==> config.mk <==
export PLATFORM = sky130hd
export DESIGN_NAME = wdt_unit
export DESIGN_NICKNAME = d
export VERILOG_FILES = /design/src/rtl/wdt_pkg.sv /design/src/rtl/wdt_prescaler.sv /design/src/rtl/wdt_stage.sv /design/src/rtl/wdt_unit.sv
export SDC_FILE = /design/constraint.sdc
export NUM_CORES = 1
export LEC_CHECK = 0
export ABC_AREA = 1
export BUFFER_PORTS_ARGS = -buffer_cell sky130_fd_sc_hd__buf_4
export CORE_MARGIN = 1.5
export CORE_UTILIZATION = 62
export CTS_BUF_LIST = sky130_fd_sc_hd__clkbuf_4
export CTS_CLUSTER_DIAMETER = 100
export DETAILED_ROUTE_END_ITERATION = 16
export PLACE_DENSITY = 0.87
export SLEW_MARGIN = 20
export SYNTH_ARGS = -nofsm -noshare
export SYNTH_HDL_FRONTEND = slang
export SYNTH_SLANG_ARGS = --single-unit
==> constraint.sdc <==
create_clock -name clk -period 3.1 [get_ports clk]
set_input_delay 0.93 -clock clk [delete_from_list [all_inputs] [get_ports clk]]
set_output_delay 0.93 -clock clk [all_outputs]
set_load 0.02 [all_outputs]
==> src/rtl/wdt_pkg.sv <==
package wdt_pkg;
    localparam int unsigned HALF_W = 8;
    localparam int unsigned NSTAGE = 2;
    localparam int unsigned CNT_W  = HALF_W * NSTAGE;

    // control word bit positions seen on the bus
    localparam int unsigned B_SRC  = 0;
    localparam int unsigned B_PRE  = 1;
    localparam int unsigned B_RDIS = 2;
    localparam int unsigned B_FLAG = 3;
    localparam int unsigned B_RLD  = CNT_W - HALF_W;

    typedef struct packed {
        logic [HALF_W-1:0] reload;
        logic              rst_dis;
        logic              pre_sel;
        logic              src_sel;
    } wdt_ctl_t;

    typedef struct packed {
        wdt_ctl_t ctl;
        logic     flag;
        logic     ovf_n;
        logic     rst_req;
    } wdt_state_t;

    localparam wdt_ctl_t   CTL_DEF = '0;
    localparam wdt_state_t ST_POR  = '{ctl: CTL_DEF, flag: 1'b0, ovf_n: 1'b1, rst_req: 1'b0};
endpackage

==> src/rtl/wdt_prescaler.sv <==
module wdt_prescaler #(
    parameter int unsigned DIV_A = 2,
    parameter int unsigned DIV_B = 4,
    parameter int unsigned DIV_C = 128,
    parameter int unsigned DIV_D = 256,
    parameter int unsigned PW    = 8
) (
    input  logic clk,
    input  logic por_n,
    input  logic en_i,
    input  logic clr_i,
    input  logic src_sel_i,
    input  logic pre_sel_i,
    output logic tick_o
);
    logic [PW-1:0] cnt_d, cnt_q;
    logic [PW-1:0] lim;

    always_comb begin
        unique case ({src_sel_i, pre_sel_i})
            2'b00:   lim = PW'(DIV_A - 1);
            2'b01:   lim = PW'(DIV_B - 1);
            2'b10:   lim = PW'(DIV_C - 1);
            default: lim = PW'(DIV_D - 1);
        endcase
        // >= so that a divisor shrunk mid-count still wraps at once
        tick_o = en_i && (cnt_q >= lim);
        cnt_d  = cnt_q;
        if (clr_i) begin
            cnt_d = '0;
        end else if (en_i) begin
            cnt_d = tick_o ? '0 : cnt_q + PW'(1);
        end
    end

    always_ff @(posedge clk or negedge por_n) begin
        if (!por_n) cnt_q <= '0;
        else        cnt_q <= cnt_d;
    end
endmodule

==> src/rtl/wdt_stage.sv <==
module wdt_stage #(
    parameter int unsigned W = 8
) (
    input  logic         clk,
    input  logic         por_n,
    input  logic         clr_i,
    input  logic         load_i,
    input  logic [W-1:0] load_val_i,
    input  logic         inc_i,
    output logic [W-1:0] val_o,
    output logic         carry_o
);
    logic [W-1:0] val_d, val_q;

    always_comb begin
        carry_o = inc_i && (&val_q);
        val_d   = val_q;
        if (clr_i)       val_d = '0;
        else if (load_i) val_d = load_val_i;
        else if (inc_i)  val_d = val_q + W'(1);
    end

    always_ff @(posedge clk or negedge por_n) begin
        if (!por_n) val_q <= '0;
        else        val_q <= val_d;
    end

    assign val_o = val_q;
endmodule

==> src/rtl/wdt_unit.sv <==
module wdt_unit #(
    parameter int unsigned DIV_FAST0 = 2,
    parameter int unsigned DIV_FAST1 = 4,
    parameter int unsigned DIV_SLOW0 = 128,
    parameter int unsigned DIV_SLOW1 = 256
) (
    input  logic                     clk,
    input  logic                     por_n,
    input  logic                     glob_en,
    input  logic                     svc,
    input  logic                     bus_addr,
    input  logic                     bus_wr,
    input  logic [wdt_pkg::CNT_W-1:0] bus_wdata,
    output logic [wdt_pkg::CNT_W-1:0] bus_rdata,
    output logic                     ovf_n,
    output logic                     wdt_rst_req
);
    import wdt_pkg::*;

    localparam int unsigned PRE_W = $clog2(DIV_SLOW1);

    wdt_state_t st_d, st_q;

    logic              tick;
    logic              svc_ok, ovf_hit, wdt_fire, reload_now;
    logic [NSTAGE:0]   chain;
    logic [HALF_W-1:0] half_val [NSTAGE];
    logic [CNT_W-1:0]  count_w;
    logic              unused_wbits;

    assign unused_wbits = ^{bus_wdata[B_RLD-1:B_FLAG]};

    wdt_prescaler #(
        .DIV_A(DIV_FAST0), .DIV_B(DIV_FAST1),
        .DIV_C(DIV_SLOW0), .DIV_D(DIV_SLOW1), .PW(PRE_W)
    ) u_pre (
        .clk       (clk),
        .por_n     (por_n),
        .en_i      (glob_en),
        .clr_i     (svc_ok || wdt_fire),
        .src_sel_i (st_q.ctl.src_sel),
        .pre_sel_i (st_q.ctl.pre_sel),
        .tick_o    (tick)
    );

    assign chain[0] = tick;

    for (genvar g = 0; g < NSTAGE; g++) begin : g_stage
        wdt_stage #(.W(HALF_W)) u_stage (
            .clk        (clk),
            .por_n      (por_n),
            .clr_i      (wdt_fire),
            .load_i     (reload_now),
            .load_val_i ((g == NSTAGE - 1) ? st_q.ctl.reload : HALF_W'(0)),
            .inc_i      (chain[g]),
            .val_o      (half_val[g]),
            .carry_o    (chain[g+1])
        );
    end

    always_comb begin
        count_w = '0;
        for (int i = 0; i < NSTAGE; i++) begin
            count_w[i*HALF_W +: HALF_W] = half_val[i];
        end
    end

    always_comb begin
        svc_ok     = svc && glob_en;
        ovf_hit    = chain[NSTAGE] && !svc_ok;
        wdt_fire   = ovf_hit && !st_q.ctl.rst_dis;
        reload_now = svc_ok || (ovf_hit && st_q.ctl.rst_dis);

        st_d         = st_q;
        st_d.ovf_n   = !ovf_hit;
        st_d.rst_req = wdt_fire;
        if (bus_wr && bus_addr) begin
            st_d.ctl.reload  = bus_wdata[B_RLD +: HALF_W];
            st_d.ctl.rst_dis = bus_wdata[B_RDIS];
            st_d.ctl.pre_sel = bus_wdata[B_PRE];
            st_d.ctl.src_sel = bus_wdata[B_SRC];
        end
        if (wdt_fire) begin
            st_d.ctl  = CTL_DEF;
            st_d.flag = 1'b1;
        end
    end

    always_ff @(posedge clk or negedge por_n) begin
        if (!por_n) st_q <= ST_POR;
        else        st_q <= st_d;
    end

    always_comb begin
        if (bus_addr) begin
            bus_rdata         = '0;
            bus_rdata[B_RLD +: HALF_W] = st_q.ctl.reload;
            bus_rdata[B_FLAG] = st_q.flag;
            bus_rdata[B_RDIS] = st_q.ctl.rst_dis;
            bus_rdata[B_PRE]  = st_q.ctl.pre_sel;
            bus_rdata[B_SRC]  = st_q.ctl.src_sel;
        end else begin
            bus_rdata = count_w;
        end
    end

    assign ovf_n       = st_q.ovf_n;
    assign wdt_rst_req = st_q.rst_req;
endmodule

==> results.md, run 1 <==
* Share of cells above drive strength 1 at 18.9%
* Synth warnings at 0
* Syn_nets at 333
* N_diodes at 0
* Simple-gate share of the synthesized area at 32.8%
* Top-area cell type share of the netlist area at 39.9%
* Die H at 64.2 µm
* DIE WIDTH at 64.2 µm
* # IOs at 40
* Max Slew Vio Count at 0
* Largest net degree at the start of global routing at 39
* Setup TNS at 0 ns
* DRT Pass-1 Iters at 4
* Initial core utilization at 63.9%
* Worst reg-to-reg path cell count at 14
* Detailed Place HPWL at 3590 µm
* Syn Std Cell Area at 2320 µm²
* Crit Reg-Reg Endpoint: g_stage[1].u_stage.val_o[3]$_DFFE_PN0P_
* Max Cap Violations at 0
* Vias in the first global route at 1,977
* GRT overflow at 0
* CP Data Required Time at 2.17 ns
* Flop2flop setup slack at 0.79 ns
* Synth area leaders: dfrtp_1 (40%), nand2_1 (12%), nand3_1 (8.2%), ha_1 (5.4%), nor2_1 (4.5%)
* Post-Synth Adder-Cell Area at 5.39%
* Area of placed instances at 2580 µm²
* Routed wire length at 5010 µm
* Post-synthesis mux area share at 1.46%
* Synthesized area per cell at 7.71 µm²
* PostCTS Resize Cnt at 0
* RSZ-0062 raised after global routing: false
* Nets at 364
* Clk slew on worst S/H paths at 0.12 ns
* Area leader, netlist: dfrtp_1
* Hold Crit Class: input port to asynchronous set/reset pin
* Largest family of logic cells by synthesized area: simple AND/OR/NAND/NOR gates
* Max clock buf depth at 2
* Max-slew headroom at 61.3%
* H-tree levels at 2
* Crit-path max FO at 25
* Number of synthesized register bits at 38
* Worst clock skew at 0.0138 ns
* Crit end category: output port
* Vias per cell at 5.42
* CTS tree: built
* IO buf count at 34
* Slew @ Worst Pin at 0.580 ns
* CTS Hold Buffers Added at 0
* CP Launch Type: input port
* Post-synthesis sequential area ratio at 41.0%
* Compound-Gate Fraction of Synth Area at 8.79%
* Setup CP Type: input port to output port
* Initial antenna violation count at 0
* Mapped Cells at 301
* Layout area overhead at 15.7%
* Clock Sinks at 38
* Max Clk Rate at 379 MHz
* WHS at 0.514 ns
* Iteration-0 DRC Markers at 164
* Antenna-violating nets left at 0
* Routability cong. at 0.832
* WL/cell at 13.2 µm
* GRT Resource Usage Total at 27.3%
* Setup crit end: bus_rdata[13]
* Clock root cell: clkbuf_4
* PD cells at 579 nW/µm²
* Unique cell type count in the Yosys netlist at 33
* Clock Latency Late Sink at 0.35 ns
* Via count at 2,066
* Critical Path Source: bus_addr
* Tcrit/Tclk final at 85.1%
* Final WS setup at 0.461 ns
* Final setup fails at 0
* Setup Fix Bufs, Post-CTS at 0
* Die area at 4120 µm²
* Row cnt at 22
* First-pass GRT wire length at 8870 µm
* Leakage power at 1.34 nW
* Post-layout util at 73.9%
* Worst r2r src: st_q[3]$_DFFE_PN0P_
* CTS buffer count at 5
* Worst EP arrival at 1.71 ns
* Core area at 3630 µm²
* DP Worst Slack at 0.468 ns
* Status: complete, no violations
* Synth Area in XOR/XNOR at 3.77%
* Maximum vdd drop at 528 µV
* Final Hold Violating Endpoints at 0
* Post-route cell area at 2690 µm²
* DRC at 0
* Final min period at 2.64 ns
## metrics by stage
| stage | total power, mW | instances |
|---|---|---|
| after global placement | 1.13 | 373 |
| after global routing | 1.66 | 381 |
| after detailed placement | 1.15 | 373 |
| final | 1.55 | 381 |
| after floorplan | 0.995 | 301 |
| after CTS | 1.56 | 381 |
## logic make-up after synthesis
group	Yosys count
multiplexers	3
adder cells (fa/ha/maj)	10
buffers and inverters	37
AND/OR/NAND/NOR	167
AO/OA/AOI/OAI	36
flip-flops	38
XOR/XNOR	10
## flip-flops by register name, summed over array words and instances, names as in the netlist
name	cells
g_stage.u_stage.val_o	16
u_pre.cnt_q	8
wdt_rst_req	1
st_q	12
ovf_n	1
## layout by cell type, fill, tap and decap left out, drive strengths merged
cell type,instances
nand2,81
nand3,39
dfrtp,37
buf,35
nor2,32
inv,26
o21ai,17
a21oi,15
ha,10
xor2,9
nor3,6
clkbuf,5
nand4,5
mux2,3
a211oi,2
nor3b,2
bufinv,2
a21o,1
o211a,1
or2,1
nand3b,1
xnor2,1
clkinv,1
dfstp,1
## Yosys cell counts
| cell | number |
|---|---|
| a211oi_1 | 2 |
| a21o_1 | 1 |
| a21oi_1 | 14 |
| a21oi_4 | 1 |
| buf_1 | 1 |
| buf_2 | 3 |
| buf_6 | 2 |
| clkbuf_1 | 5 |
| dfrtp_1 | 37 |
| dfstp_2 | 1 |
| ha_1 | 10 |
| inv_1 | 23 |
| inv_2 | 3 |
| mux2_2 | 3 |
| nand2_1 | 75 |
| nand2_2 | 4 |
| nand2_4 | 2 |
| nand3_1 | 38 |
| nand3_2 | 1 |
| nand3b_1 | 1 |
| nand4_1 | 4 |
| nand4_2 | 1 |
| nor2_1 | 28 |
| nor2_2 | 3 |
| nor2_4 | 1 |
| nor3_1 | 6 |
| nor3b_1 | 2 |
| o211a_1 | 1 |
| o21ai_0 | 14 |
| o21ai_1 | 3 |
| or2_2 | 1 |
| xnor2_1 | 1 |
| xor2_1 | 9 |
## final cells by class
cell class / count / area (µm²)
clock buffer: 5 / 37.5
clock inverter: 3 / 63.8
fill: 317 / 948
inverter: 26 / 97.6
multi-input combinational: 226 / 1210
sequential: 38 / 952
tap: 48 / 60.1
timing repair buffer: 35 / 263
## worst max-delay path, stage by stage
cell	delay, ns
buf_4	0.24
mux2_2	0.38
buf_4	0.16
## power by group
group	leakage (nW)	total, mW	switching (mW)	internal [mW]
Combinational	0.795	0.460	0.266	0.194
Sequential	0.493	0.678	0.0985	0.579
Clock	0.0528	0.416	0.168	0.249
Total	1.34	1.55	0.532	1.02
## how the worst min path moves through the flow
| stage | to | slack, ns | start |
|---|---|---|---|
| floorplan | st_q[2]$_DFFE_PN0P_ | 0.44 | st_q[2]$_DFFE_PN0P_ |
| global placement | st_q[2]$_DFFE_PN0P_ | 0.47 | st_q[2]$_DFFE_PN0P_ |
| detailed placement | st_q[2]$_DFFE_PN0P_ | 0.49 | st_q[2]$_DFFE_PN0P_ |
| CTS | st_q[2]$_DFFE_PN0P_ | 0.51 | st_q[2]$_DFFE_PN0P_ |
| global route | st_q[2]$_DFFE_PN0P_ | 0.53 | st_q[2]$_DFFE_PN0P_ |
| finish | u_pre.cnt_q[4]$_DFFE_PN0P_ | 0.51 | por_n |
## metal layers
| layer | GRT usage, % | vias up | part of all wire [%] |
|---|---|---|---|
| met2 | 46.9 | 58 | 50 |
| met4 | 5.59 | 0 | 0.76 |
| met1 | 35.6 | 951 | 44 |
| met5 | 0 | - | 0 |
| li1 | - | 1050 | - |
| met3 | 5.99 | 7 | 5.1 |
Power figures use the tool's default switching activity.
==> run 2: changes to the inputs <==
BUFFER_PORTS_ARGS = -buffer_cell sky130_fd_sc_hd__buf_2   (was -buffer_cell sky130_fd_sc_hd__buf_4)
CORE_UTILIZATION = 58   (was 62)
PLACE_DENSITY = 0.82   (was 0.87)
clock period = 2.8 ns   (was 3.1 ns; I/O delays follow)
==> results.md, run 2 (synthesized netlist as in run 1, its figures left out) <==
* Status: complete, no violations (unchanged)
* Hold Crit Class: flip-flop to flip-flop (was input port to asynchronous set/reset pin)
* Setup TNS at 0 ns (unchanged)
* Clock Latency Late Sink at 0.36 ns (was 0.35 ns)
* Routed wire length at 5000 µm (was 5010 µm)
* Vias in the first global route at 1,963 (was 1,977)
* Critical Path Source: bus_addr (unchanged)
* Slew @ Worst Pin at 0.834 ns (was 0.580 ns)
* Buf/Inv on CP at 3 (was 2)
* Nets at 367 (was 364)
* Initial core utilization at 62.0% (was 63.9%)
* PostCTS Resize Cnt at 0 (unchanged)
* CP Data Required Time at 1.96 ns (was 2.17 ns)
* Core area at 3740 µm² (was 3630 µm²)
* Leakage power at 1.34 nW (about the same)
* Worst hold path depth at 1
* Most frequent cells in the layout: nand2_1 (75), nand3_1 (38), dfrtp_1 (37), buf_2 (34), nor2_1 (28) (was nand2_1 (75), nand3_1 (38), dfrtp_1 (37), buf_4 (35), nor2_1 (28))
* Largest net degree at the start of global routing at 39 (unchanged)
* DRC at 0 (unchanged)
* Worst clock skew at 0.0128 ns (was 0.0138 ns)
* Critical path depth at 5 (was 3)
* Worst r2r src: st_q[3]$_DFFE_PN0P_ (unchanged)
* Layout area overhead at 13.0% (was 15.7%)
* CTS Hold Buffers Added at 0 (unchanged)
* Die area at 4390 µm² (was 4120 µm²)
* HP Start: st_q[2]$_DFFE_PN0P_
* Crit-path cells: buf_2 -> buf_4 -> nor2_1 -> a21oi_1 -> buf_2 (was buf_4 -> mux2_2 -> buf_4)
* Worst reg-to-reg path cell count at 9 (was 14)
* Detailed Place HPWL at 3560 µm (was 3590 µm)
* Final min period at 2.53 ns
* Max reg flops at 16 (unchanged)
* IO buf count at 34 (unchanged)
* CP Launch Type: input port (unchanged)
* Fill count at 317 (unchanged)
* DRT Pass-1 Iters at 4 (unchanged)
* Initial antenna violation count at 0 (unchanged)
* RSZ-0062 raised after global routing: false (unchanged)
* N_diodes at 0 (unchanged)
* GRT overflow at 0 (unchanged)
* Final setup fails at 0 (unchanged)
* Iteration-0 DRC Markers at 163 (was 164)
* Setup Fix Bufs, Post-CTS at 0 (unchanged)
* Max Clk Rate at 395 MHz
* H-tree levels at 2 (unchanged)
* Clock Sinks at 38 (unchanged)
* Antenna-violating nets left at 0 (unchanged)
* CTS buffer count at 5 (unchanged)
* Critical Path Slowest Stage Cell: buf_2 (was mux2_2)
* Worst EP arrival at 1.69 ns (was 1.71 ns)
* # IOs at 40 (unchanged)
* Max Slew Vio Count at 0 (unchanged)
* Row cnt at 22 (unchanged)
* Crit end category: output port (unchanged)
* Max clock buf depth at 2 (unchanged)
* Vias per cell at 5.43 (was 5.42)
* First-pass GRT wire length at 9000 µm (was 8870 µm)
* Crit-path max FO at 13 (was 25)
* Top delay family on crit path: buffers and inverters (unchanged)
* WL/cell at 13.0 µm (was 13.2 µm)
* Tcrit/Tclk final at 90.4%
* Via count at 2,084 (was 2,066)
* PD cells at 649 nW/µm² (was 579 nW/µm²)
* Die H at 66.3 µm (was 64.2 µm)
* Routability cong. at 0.821 (was 0.832)
* Clk slew on worst S/H paths at 0.11 ns (was 0.12 ns)
* Max-slew headroom at 44.4% (was 61.3%)
* Commonest non-fill, non-tap cell in the layout: nand2_1 (unchanged)
* Largest stage delay on the critical path at 0.24 ns (was 0.38 ns)
* GRT Resource Usage Total at 27.0% (was 27.3%)
* DIE WIDTH at 66.3 µm (was 64.2 µm)
* Cell mode on critical path: buf_2 (was buf_4)
* Clock root cell: clkbuf_4 (unchanged)
* Setup CP Type: input port to output port (unchanged)
* Share of cells above drive strength 1 at 19.6% (was 18.9%)
* WHS at 0.499 ns (was 0.514 ns)
* Maximum vdd drop at 359 µV (was 528 µV)
* Max Cap Violations at 0 (unchanged)
* CTS tree: built (unchanged)
* Final Hold Violating Endpoints at 0 (unchanged)
run 2: area by class of cell:
cell class / instances / area (µm²) / share of cell area (%)
inverter: 26 / 97.6 / 3.72
tap: 48 / 60.1 / 2.29
clock buffer: 5 / 37.5 / 1.43
sequential: 38 / 952 / 36.3
timing repair buffer: 38 / 200 / 7.63
clock inverter: 3 / 63.8 / 2.43
multi-input combinational: 226 / 1210 / 46.2
run 2: through the flow:
step	power [mW]	utilization [%]	cell area [µm²]	std cells	setup WS, ns
6_report	1.70	70.1	2620	384	0.268
4_1_cts	1.71	70.1	2620	384	0.292
3_5_place_dp	1.24	67.3	2520	376	0.298
3_3_place_gp	1.22	67.3	2520	376	0.313
5_1_grt	1.83	70.1	2620	384	0.248
2_1_floorplan	1.10	-	2320	301	0.181
run 2: power by group:
part	total, mW	switching, mW	internal (mW)
clock	0.466	0.191	0.275
combinational	0.480	0.291	0.189
sequential	0.755	0.113	0.641
run 2: path summary, 6_finish.rpt:
| check | end | slack [ns] |
|---|---|---|
| worst max-delay path | bus_rdata[12] | 0.27 |
| worst min-delay path | st_q[2]$_DFFE_PN0P_ | 0.50 |
| worst max register to register | u_pre.cnt_q[5]$_DFFE_PN0P_ | 0.58 |
| worst min register to register | st_q[2]$_DFFE_PN0P_ | 0.50 |
| max in group asynchronous | g_stage[0].u_stage.val_o[2]$_DFFE_PN0P_ | 1.71 |
| min in group asynchronous | g_stage[1].u_stage.val_o[3]$_DFFE_PN0P_ | 0.57 |
run 2: layer usage:
layer | GRT usage, % | up-vias | share of wire, %
li1 | - | 1052 | -
met1 | 38.3 | 959 | 45
met2 | 40.8 | 61 | 48
met3 | 3.75 | 12 | 5.2
met4 | 12.8 | 0 | 2.4
met5 | 0 | - | 0
